<file path="src/rtl/fsc_pkg.sv">
package fsc_pkg;

   localparam int CTRL_W = 3;

   typedef enum logic [1:0] {
      FK_SEQ      = 2'b00,
      FK_DIRECT   = 2'b01,
      FK_INDIRECT = 2'b10,
      FK_RSVD     = 2'b11
   } fetch_kind_e;

   // Filter decision: low two mode bits select the class of fetch shown.
   function automatic logic show_pass(input logic [CTRL_W-1:0] mode,
                                      input logic vs_lvl,
                                      input logic [1:0] kind);
      logic is_ind;
      logic is_dir;
      is_ind = (kind == FK_INDIRECT);
      is_dir = (kind == FK_DIRECT);
      case (mode[1:0])
         2'b00:   return 1'b1;
         2'b01:   return is_dir | is_ind;
         2'b10:   return is_ind;
         default: return vs_lvl & is_ind;
      endcase
   endfunction

endpackage

</file>
<file path="src/rtl/fsc_fifo.sv">
module fsc_fifo #(
   parameter int W     = 33,
   parameter int DEPTH = 4
) (
   input  logic         clk,
   input  logic         rst_n,
   input  logic         push,
   input  logic [W-1:0] din,
   input  logic         pop,
   output logic [W-1:0] dout,
   output logic         empty,
   output logic         full
);
   localparam int PW = (DEPTH > 1) ? $clog2(DEPTH) : 1;
   localparam int CW = $clog2(DEPTH + 1);

   generate
      if (DEPTH < 2 || (DEPTH & (DEPTH - 1)) != 0) begin : g_bad_depth
         $error("fsc_fifo: DEPTH must be a power of two of at least 2");
      end
      if (W < 1) begin : g_bad_width
         $error("fsc_fifo: W must be positive");
      end
   endgenerate

   logic [W-1:0]  mem [DEPTH];
   logic [PW-1:0] wr_q;
   logic [PW-1:0] rd_q;
   logic [CW-1:0] cnt_q;

   assign empty = (cnt_q == '0);
   assign full  = (cnt_q == CW'(DEPTH));
   assign dout  = mem[rd_q];

   always_ff @(posedge clk) begin
      if (push) begin
         mem[wr_q] <= din;
      end
   end

   always_ff @(posedge clk) begin
      if (!rst_n) begin
         wr_q  <= '0;
         rd_q  <= '0;
         cnt_q <= '0;
      end else begin
         if (push) begin
            wr_q <= wr_q + 1'b1;
         end
         if (pop) begin
            rd_q <= rd_q + 1'b1;
         end
         cnt_q <= cnt_q + CW'(push) - CW'(pop);
      end
   end


   fifo_no_overflow_chk: assert property (@(posedge clk) disable iff (!rst_n)
      full |-> !push);


   fifo_no_underflow_chk: assert property (@(posedge clk) disable iff (!rst_n)
      empty |-> !pop);

endmodule

</file>
<file path="src/rtl/fsc_ctrl_hold.sv">
module fsc_ctrl_hold #(
   parameter int CTRL_W = 3
) (
   input  logic              clk,
   input  logic              rst_n,
   input  logic              fetch_valid,
   input  logic              fetch_ready,
   input  logic [CTRL_W-1:0] ctrl_in,
   input  logic              vs_in,
   output logic [CTRL_W-1:0] ctrl_eff,
   output logic              vs_eff
);
   generate
      if (CTRL_W < 2) begin : g_bad_ctrl
         $error("fsc_ctrl_hold: CTRL_W must be at least 2");
      end
   endgenerate

   logic              held_q;
   logic [CTRL_W-1:0] ctrl_q;
   logic              vs_q;

   // A stalled fetch keeps the settings captured on its first cycle.
   assign ctrl_eff = held_q ? ctrl_q : ctrl_in;
   assign vs_eff   = held_q ? vs_q   : vs_in;

   always_ff @(posedge clk) begin
      if (!rst_n) begin
         held_q <= 1'b0;
         ctrl_q <= '0;
         vs_q   <= 1'b0;
      end else begin
         held_q <= fetch_valid & ~fetch_ready;
         ctrl_q <= ctrl_eff;
         vs_q   <= vs_eff;
      end
   end


   held_ctrl_chk: assert property (@(posedge clk) disable iff (!rst_n)
      (fetch_valid && !fetch_ready) |=> (ctrl_eff == $past(ctrl_eff) && vs_eff == $past(vs_eff)));

endmodule

</file>
<file path="src/rtl/fsc_vsync_mark.sv">
module fsc_vsync_mark (
   input  logic clk,
   input  logic rst_n,
   input  logic vsync,
   input  logic q_full,
   output logic attr_need,
   output logic attr_push
);
   logic vs_q;
   logic pend_q;
   logic vs_edge;

   assign vs_edge   = vsync ^ vs_q;
   assign attr_need = pend_q | vs_edge;
   assign attr_push = attr_need & ~q_full;

   always_ff @(posedge clk) begin
      if (!rst_n) begin
         vs_q   <= vsync;
         pend_q <= 1'b0;
      end else begin
         vs_q   <= vsync;
         pend_q <= attr_need & q_full;
      end
   end

   // input rule, vsync stays put while a marked cycle is waiting
   vsync_hold_chk: assert property (@(posedge clk) disable iff (!rst_n)
      pend_q |-> !vs_edge);


   attr_wait_chk: assert property (@(posedge clk) disable iff (!rst_n)
      (attr_need && q_full) |=> attr_need);

endmodule

</file>
<file path="src/rtl/fsc_show_filter.sv">
module fsc_show_filter #(
   parameter int AW             = 32,
   parameter int DEPTH          = 4,
   parameter bit ZERO_IDLE_ADDR = 1'b1
) (
   input  logic          clk,
   input  logic          rst_n,
   input  logic [2:0]    ctrl_mode,
   input  logic          vsync,
   input  logic          fetch_valid,
   output logic          fetch_ready,
   input  logic [1:0]    fetch_kind,
   input  logic [AW-1:0] fetch_addr,
   output logic          show_valid,
   input  logic          show_ready,
   output logic [AW-1:0] show_addr,
   output logic          show_trace
);
   import fsc_pkg::*;

   localparam int EW = AW + 1;

   generate
      if (AW < 1) begin : g_bad_aw
         $error("fsc_show_filter: AW must be positive");
      end
   endgenerate

   logic              q_full;
   logic              q_empty;
   logic              q_push;
   logic              q_pop;
   logic [EW-1:0]     q_din;
   logic [EW-1:0]     q_dout;
   logic              attr_need;
   logic              attr_push;
   logic              fetch_fire;
   logic              fetch_push;
   logic [CTRL_W-1:0] mode_eff;
   logic              vs_eff;
   logic [AW-1:0]     last_addr_q;

   assign fetch_ready = rst_n & ~q_full & ~attr_need;
   assign fetch_fire  = fetch_valid & fetch_ready;
   assign fetch_push  = fetch_fire & show_pass(mode_eff, vs_eff, fetch_kind);

   assign q_push = attr_push | fetch_push;
   assign q_din  = attr_push ? {1'b1, last_addr_q} : {1'b0, fetch_addr};
   assign q_pop  = show_valid & show_ready;

   always_ff @(posedge clk) begin
      if (!rst_n) begin
         last_addr_q <= '0;
      end else if (fetch_fire) begin
         last_addr_q <= fetch_addr;
      end
   end

   fsc_ctrl_hold #(.CTRL_W(CTRL_W)) hold_i (
      .clk         (clk),
      .rst_n       (rst_n),
      .fetch_valid (fetch_valid),
      .fetch_ready (fetch_ready),
      .ctrl_in     (ctrl_mode),
      .vs_in       (vsync),
      .ctrl_eff    (mode_eff),
      .vs_eff      (vs_eff)
   );

   fsc_vsync_mark mark_i (
      .clk       (clk),
      .rst_n     (rst_n),
      .vsync     (vsync),
      .q_full    (q_full),
      .attr_need (attr_need),
      .attr_push (attr_push)
   );

   fsc_fifo #(.W(EW), .DEPTH(DEPTH)) fifo_i (
      .clk   (clk),
      .rst_n (rst_n),
      .push  (q_push),
      .din   (q_din),
      .pop   (q_pop),
      .dout  (q_dout),
      .empty (q_empty),
      .full  (q_full)
   );

   assign show_valid = ~q_empty;
   assign show_trace = ~q_empty & q_dout[AW];

   generate
      if (ZERO_IDLE_ADDR) begin : g_zero_idle
         assign show_addr = q_empty ? '0 : q_dout[AW-1:0];


         idle_addr_chk: assert property (@(posedge clk) disable iff (!rst_n)
            !show_valid |-> (show_addr == '0));
      end else begin : g_raw_addr
         assign show_addr = q_dout[AW-1:0];
      end
   endgenerate


   attr_first_chk: assert property (@(posedge clk) disable iff (!rst_n)
      (vsync != $past(vsync)) |-> !fetch_ready);


   quiet_mode_chk: assert property (@(posedge clk) disable iff (!rst_n)
      fetch_push |-> !(mode_eff[1:0] == 2'b11 && !vs_eff));


   attr_visible_chk: assert property (@(posedge clk) disable iff (!rst_n)
      attr_push |=> show_valid);


   reset_quiet_chk: assert property (@(posedge clk)
      !rst_n |-> !fetch_ready);

endmodule

</file>
<file path="config.mk">
export PLATFORM = sky130hd
export DESIGN_NAME = fsc_show_filter
export DESIGN_NICKNAME = d
export VERILOG_FILES = /design/src/rtl/fsc_pkg.sv /design/src/rtl/fsc_fifo.sv /design/src/rtl/fsc_ctrl_hold.sv /design/src/rtl/fsc_vsync_mark.sv /design/src/rtl/fsc_show_filter.sv
export SDC_FILE = /design/constraint.sdc
export NUM_CORES = 1
export LEC_CHECK = 0
export BUFFER_PORTS_ARGS = -buffer_cell sky130_fd_sc_hd__buf_2
export CORE_UTILIZATION = 30
export DETAILED_ROUTE_END_ITERATION = 10
export HOLD_SLACK_MARGIN = 0.05
export PLACE_DENSITY = 0.44
export SYNTH_ARGS = -nofsm -noshare
export SYNTH_HDL_FRONTEND = slang
export SYNTH_SLANG_ARGS = --single-unit
export TNS_END_PERCENT = 50
</file>
<file path="constraint.sdc">
create_clock -name clk -period 11.8 [get_ports clk]
set_clock_uncertainty 0.2 [all_clocks]
set_input_delay 0 -clock clk [delete_from_list [all_inputs] [get_ports clk]]
set_output_delay 0 -clock clk [all_outputs]
set_load 0.02 [all_outputs]
</file>
==> summary.md <==
| Metric | Value |
|---|---|
| Final ANT Viol Nets | 0 |
| CP Depth | 14 |
| Root buffer cell | clkbuf_16 |
| Starting Density | 30.66% |
| Hold Path Depth | 7 |
| CTS tree | yes |
| Top-count cell post-synth | edfxtp_1 |
| CP max stage delay | ~0.71 ns |
| Setup Total Neg Slack | 0 ns |
| Total power draw | 2091 uW |
| Hold buffers post-CTS | 39 |
| Largest net degree at the start of global routing | 50 |
| Mean post-synth cell area | 15.66 um^2 |
| Crit-path leading delay family | buffers and inverters |
| Worst min path class | primary input to flip-flop |
| Crit path DAT | roughly 4.1 ns |
| Leading cell types by count after synthesis | edfxtp_1 (132), nand2_1 (68), dfxtp_1 (47) |
| Port bufs | 75 |
| Residual DRC count | 0 |
| Met1 Resource Use GR | between 10% and 20% |
| DR pass1 iterations | 4 |
| WS Path Type | primary input to flip-flop |
| Busiest grt layer | met2 |
| EDFF count, synth | 132 |
| Post_cts resized | 0 |
| Synth unique cells | 40 |
| Crit path capture type | flip-flop |
| Pint | 1450 uW |
| Largest area contributor in the netlist | edfxtp_1 |
| Core area | 24320 um^2 |
| Mapped Area | approximately 7500 um^2 |
| Pwr/cell area | 228.0 nW/um^2 |
| CTS max path bufs | 2 |
| Leakage | 0.003233 uW |
| Routed WL | 15.91 mm |
| Period utilization | 34.02% |
| Syn. warnings | 0 |
| Syn Inst Count | 476 |
| Worst Reg-to-Reg Cells | 11 |
| GR Overflow Total | 0 |
| Fin. Hold Viols | 0 |
| Switching Fraction | 30.68% |
| Register area share after synthesis | 65.78% |
| RSZ-0062 raised after global routing | false |
| Final net count | approximately 640 |
| Hpwl dp | 9.067 mm |
| Worst vdd ir | 0.1013 mV |
| GR Layer Usage met3 | 2.805% |
| GR Util met2 | about a quarter |
| Vias | 4177 |
| Status | complete, no violations |
| CP startpoint | rst_n |
| Maximum Capacitance Violations | 0 |
| Synth Flop Type | edfxtp_1 |
| Fraction of layout cells with a size suffix above 1 | 32.17% |
| F_max | 0.2491 GHz |
| CP startpoint kind | primary input |
| Reg power frac | 42.2% |
| Power share of the combinational group | about 29% |
| Die height | around 160 um |
| Post-CTS Setup Bufs | 0 |
| RePlAce Congestion | about 0.66 |
| CP Cell Sequence | dlygate4sd3_1 > buf_2 > nand2_1 > nor4_4 > buf_4 > o21ai_2 > and2_1 > ha_1 > inv_1 > ha_1 > fa_1 > xor2_1 > xnor2_1 > and2_1 |
| Worst slew pin tran | ~1.0 ns |
| Clk slew on worst S/H paths | ~0.070 ns |
| Area contributors post-synth | edfxtp_1 (53%), dfxtp_1 (13%), mux4_2 (10%) |
| Num ports | 77 |
| Post-layout min period | 4.014 ns |
| CTS Buf Count | 17 |
| CP required | around 12 ns |
| Vias in the first global route | 4381 |
| Layout area overhead | 23.01% |
| Initial DRC Count | 152 |
| Hold Crit Start | fetch_kind[0] |
| H-tree levels | 4 |
| Buf/Inv on CP | 4 |
| Initial antenna violation count | 0 |
| First-pass GRT wire length | 24.76 mm |
| Reg2reg start | hold_i.held_q |
| Skew-Pair Late Insertion Delay | 0.43 ns |
| Sink Count | 179 |
| P_sw | 641.6 uW |
| GRT Total Usage | 13.11% |
| Diodes inserted | 0 |
| Pins Over Slew Limit | 0 |
| DR vias/cell | 4.521 |
| Slowest CP cell | buf_2 |
| Post-synth ARST share | 0% |
| Syn nets | around 530 |
| Relative slew slack | 31.43% |
| Die width | 159.7 um |
| WL/cell | roughly 17 um |
| Seq cells post-synth | 179 |
| Final setup vio count | 0 |
| Standard-cell row count | 57 |
| Largest fanout on the critical path | 49 |
| Die Area | roughly 25000 um^2 |
| Clock power frac | 28.8% |
| Area share of the largest cell type after synthesis | between 50% and 60% |
==> metrics by stage <==
step                      hold slack (ns)  setup slack [ns]  area, um^2  utilization [%]  std cells
after floorplan                   -0.1723             7.462        7456                -        476
after global placement           0.002862             7.845        8155            33.53        854
after detailed placement         0.003028             7.781        8155            33.53        854
after CTS                         0.05701             7.686        9171            37.71        924
after global routing              0.09739             7.466        9171            37.71        924
final                             0.06597             7.786        9171            37.71        924
==> area by class of cell <==
| type | instances | area (um^2) |
|---|---|---|
| timing repair buffer | 121 | 818.3 |
| clock buffer | 17 | 425.4 |
| clock inverter | 14 | 200.2 |
| sequential | 179 | 4907 |
| inverter | 9 | 33.78 |
| multi-input combinational | 260 | 2381 |
| tap | 324 | 405.4 |
| fill | 2288 | 15150 |
==> placed cells by master (no fill, tap or decap), types with 2 or more instances in the layout <==
master	netlist	routed
buf_4	1	7
nor2b_1	6	6
nand3_1	3	3
edfxtp_1	132	132
a21boi_1	30	30
mux2i_1	3	3
a21boi_4	0	4
ha_1	7	7
mux2_2	32	32
buf_2	5	75
clkinvlp_4	0	2
dfxtp_1	47	45
a21boi_0	6	2
dlygate4sd3_1	0	39
clkinv_2	0	2
nand2_1	68	68
inv_1	8	8
and2_1	41	41
bufinv_16	0	4
mux4_2	33	33
dfxtp_2	0	2
nor2_1	5	5
clkbuf_16	0	17
inv_6	0	5
xnor2_1	4	4
o211ai_1	2	2
==> final timing paths <==
path | to | slack (ns)
setup reg to reg | fifo_i.cnt_q[2] | 8.26
setup / recovery | fifo_i.cnt_q[2] | 7.79
hold / removal | fifo_i.wr_q[0] | 0.07
hold reg to reg | last_addr_q[15] | 0.25
==> cells by family after synthesis <==
| family | synth area share (%) |
|---|---|
| DFF | 65.78 |
| and+or+nand+nor | 8.894 |
| muxes | 15.20 |
| AOI/OAI and AO/OA | 4.967 |
| buffers and inverters | 2.903 |
| adders and majority gates | 1.443 |
| xor gates and xnor gates | 0.8055 |
==> sequential cells by signal, summed over array words and instances (netlist names), named ones only <==
signal and flops:
fifo_i.cnt_q 3, fifo_i.mem 132, fifo_i.rd_q 2, fifo_i.wr_q 2
hold_i.ctrl_q 2, hold_i.held_q 1, hold_i.vs_q 1, last_addr_q 32
mark_i.pend_q 1, mark_i.vs_q 1
==> power groups by stage <==
stage / registers [uW] / clock network (uW) / logic (uW)
floorplan: 869 / 0 / 444
global placement: 896 / 0 / 604
detailed placement: 902 / 0 / 613
CTS: 888 / 618 / 626
global route: 900 / 642 / 655
finish: 883 / 603 / 605
==> tightest hold or removal path, cell delays in order <==
cell and delay, ns:
buf_2 0.07, inv_1 0.03, ha_1 0.18, inv_1 0.06, a2111oi_2 0.07, o211ai_1 0.16
nand3_1 0.07
==> per-layer routing <==
layer / vias to the layer above / part of all wire [%]
li1: 1982 / -
met1: 2115 / 43
met2: 59 / 52
met3: 21 / 2.8
met4: 0 / 1.5
met5: - / 0
Note: power is estimated with default switching activity, not from simulation.
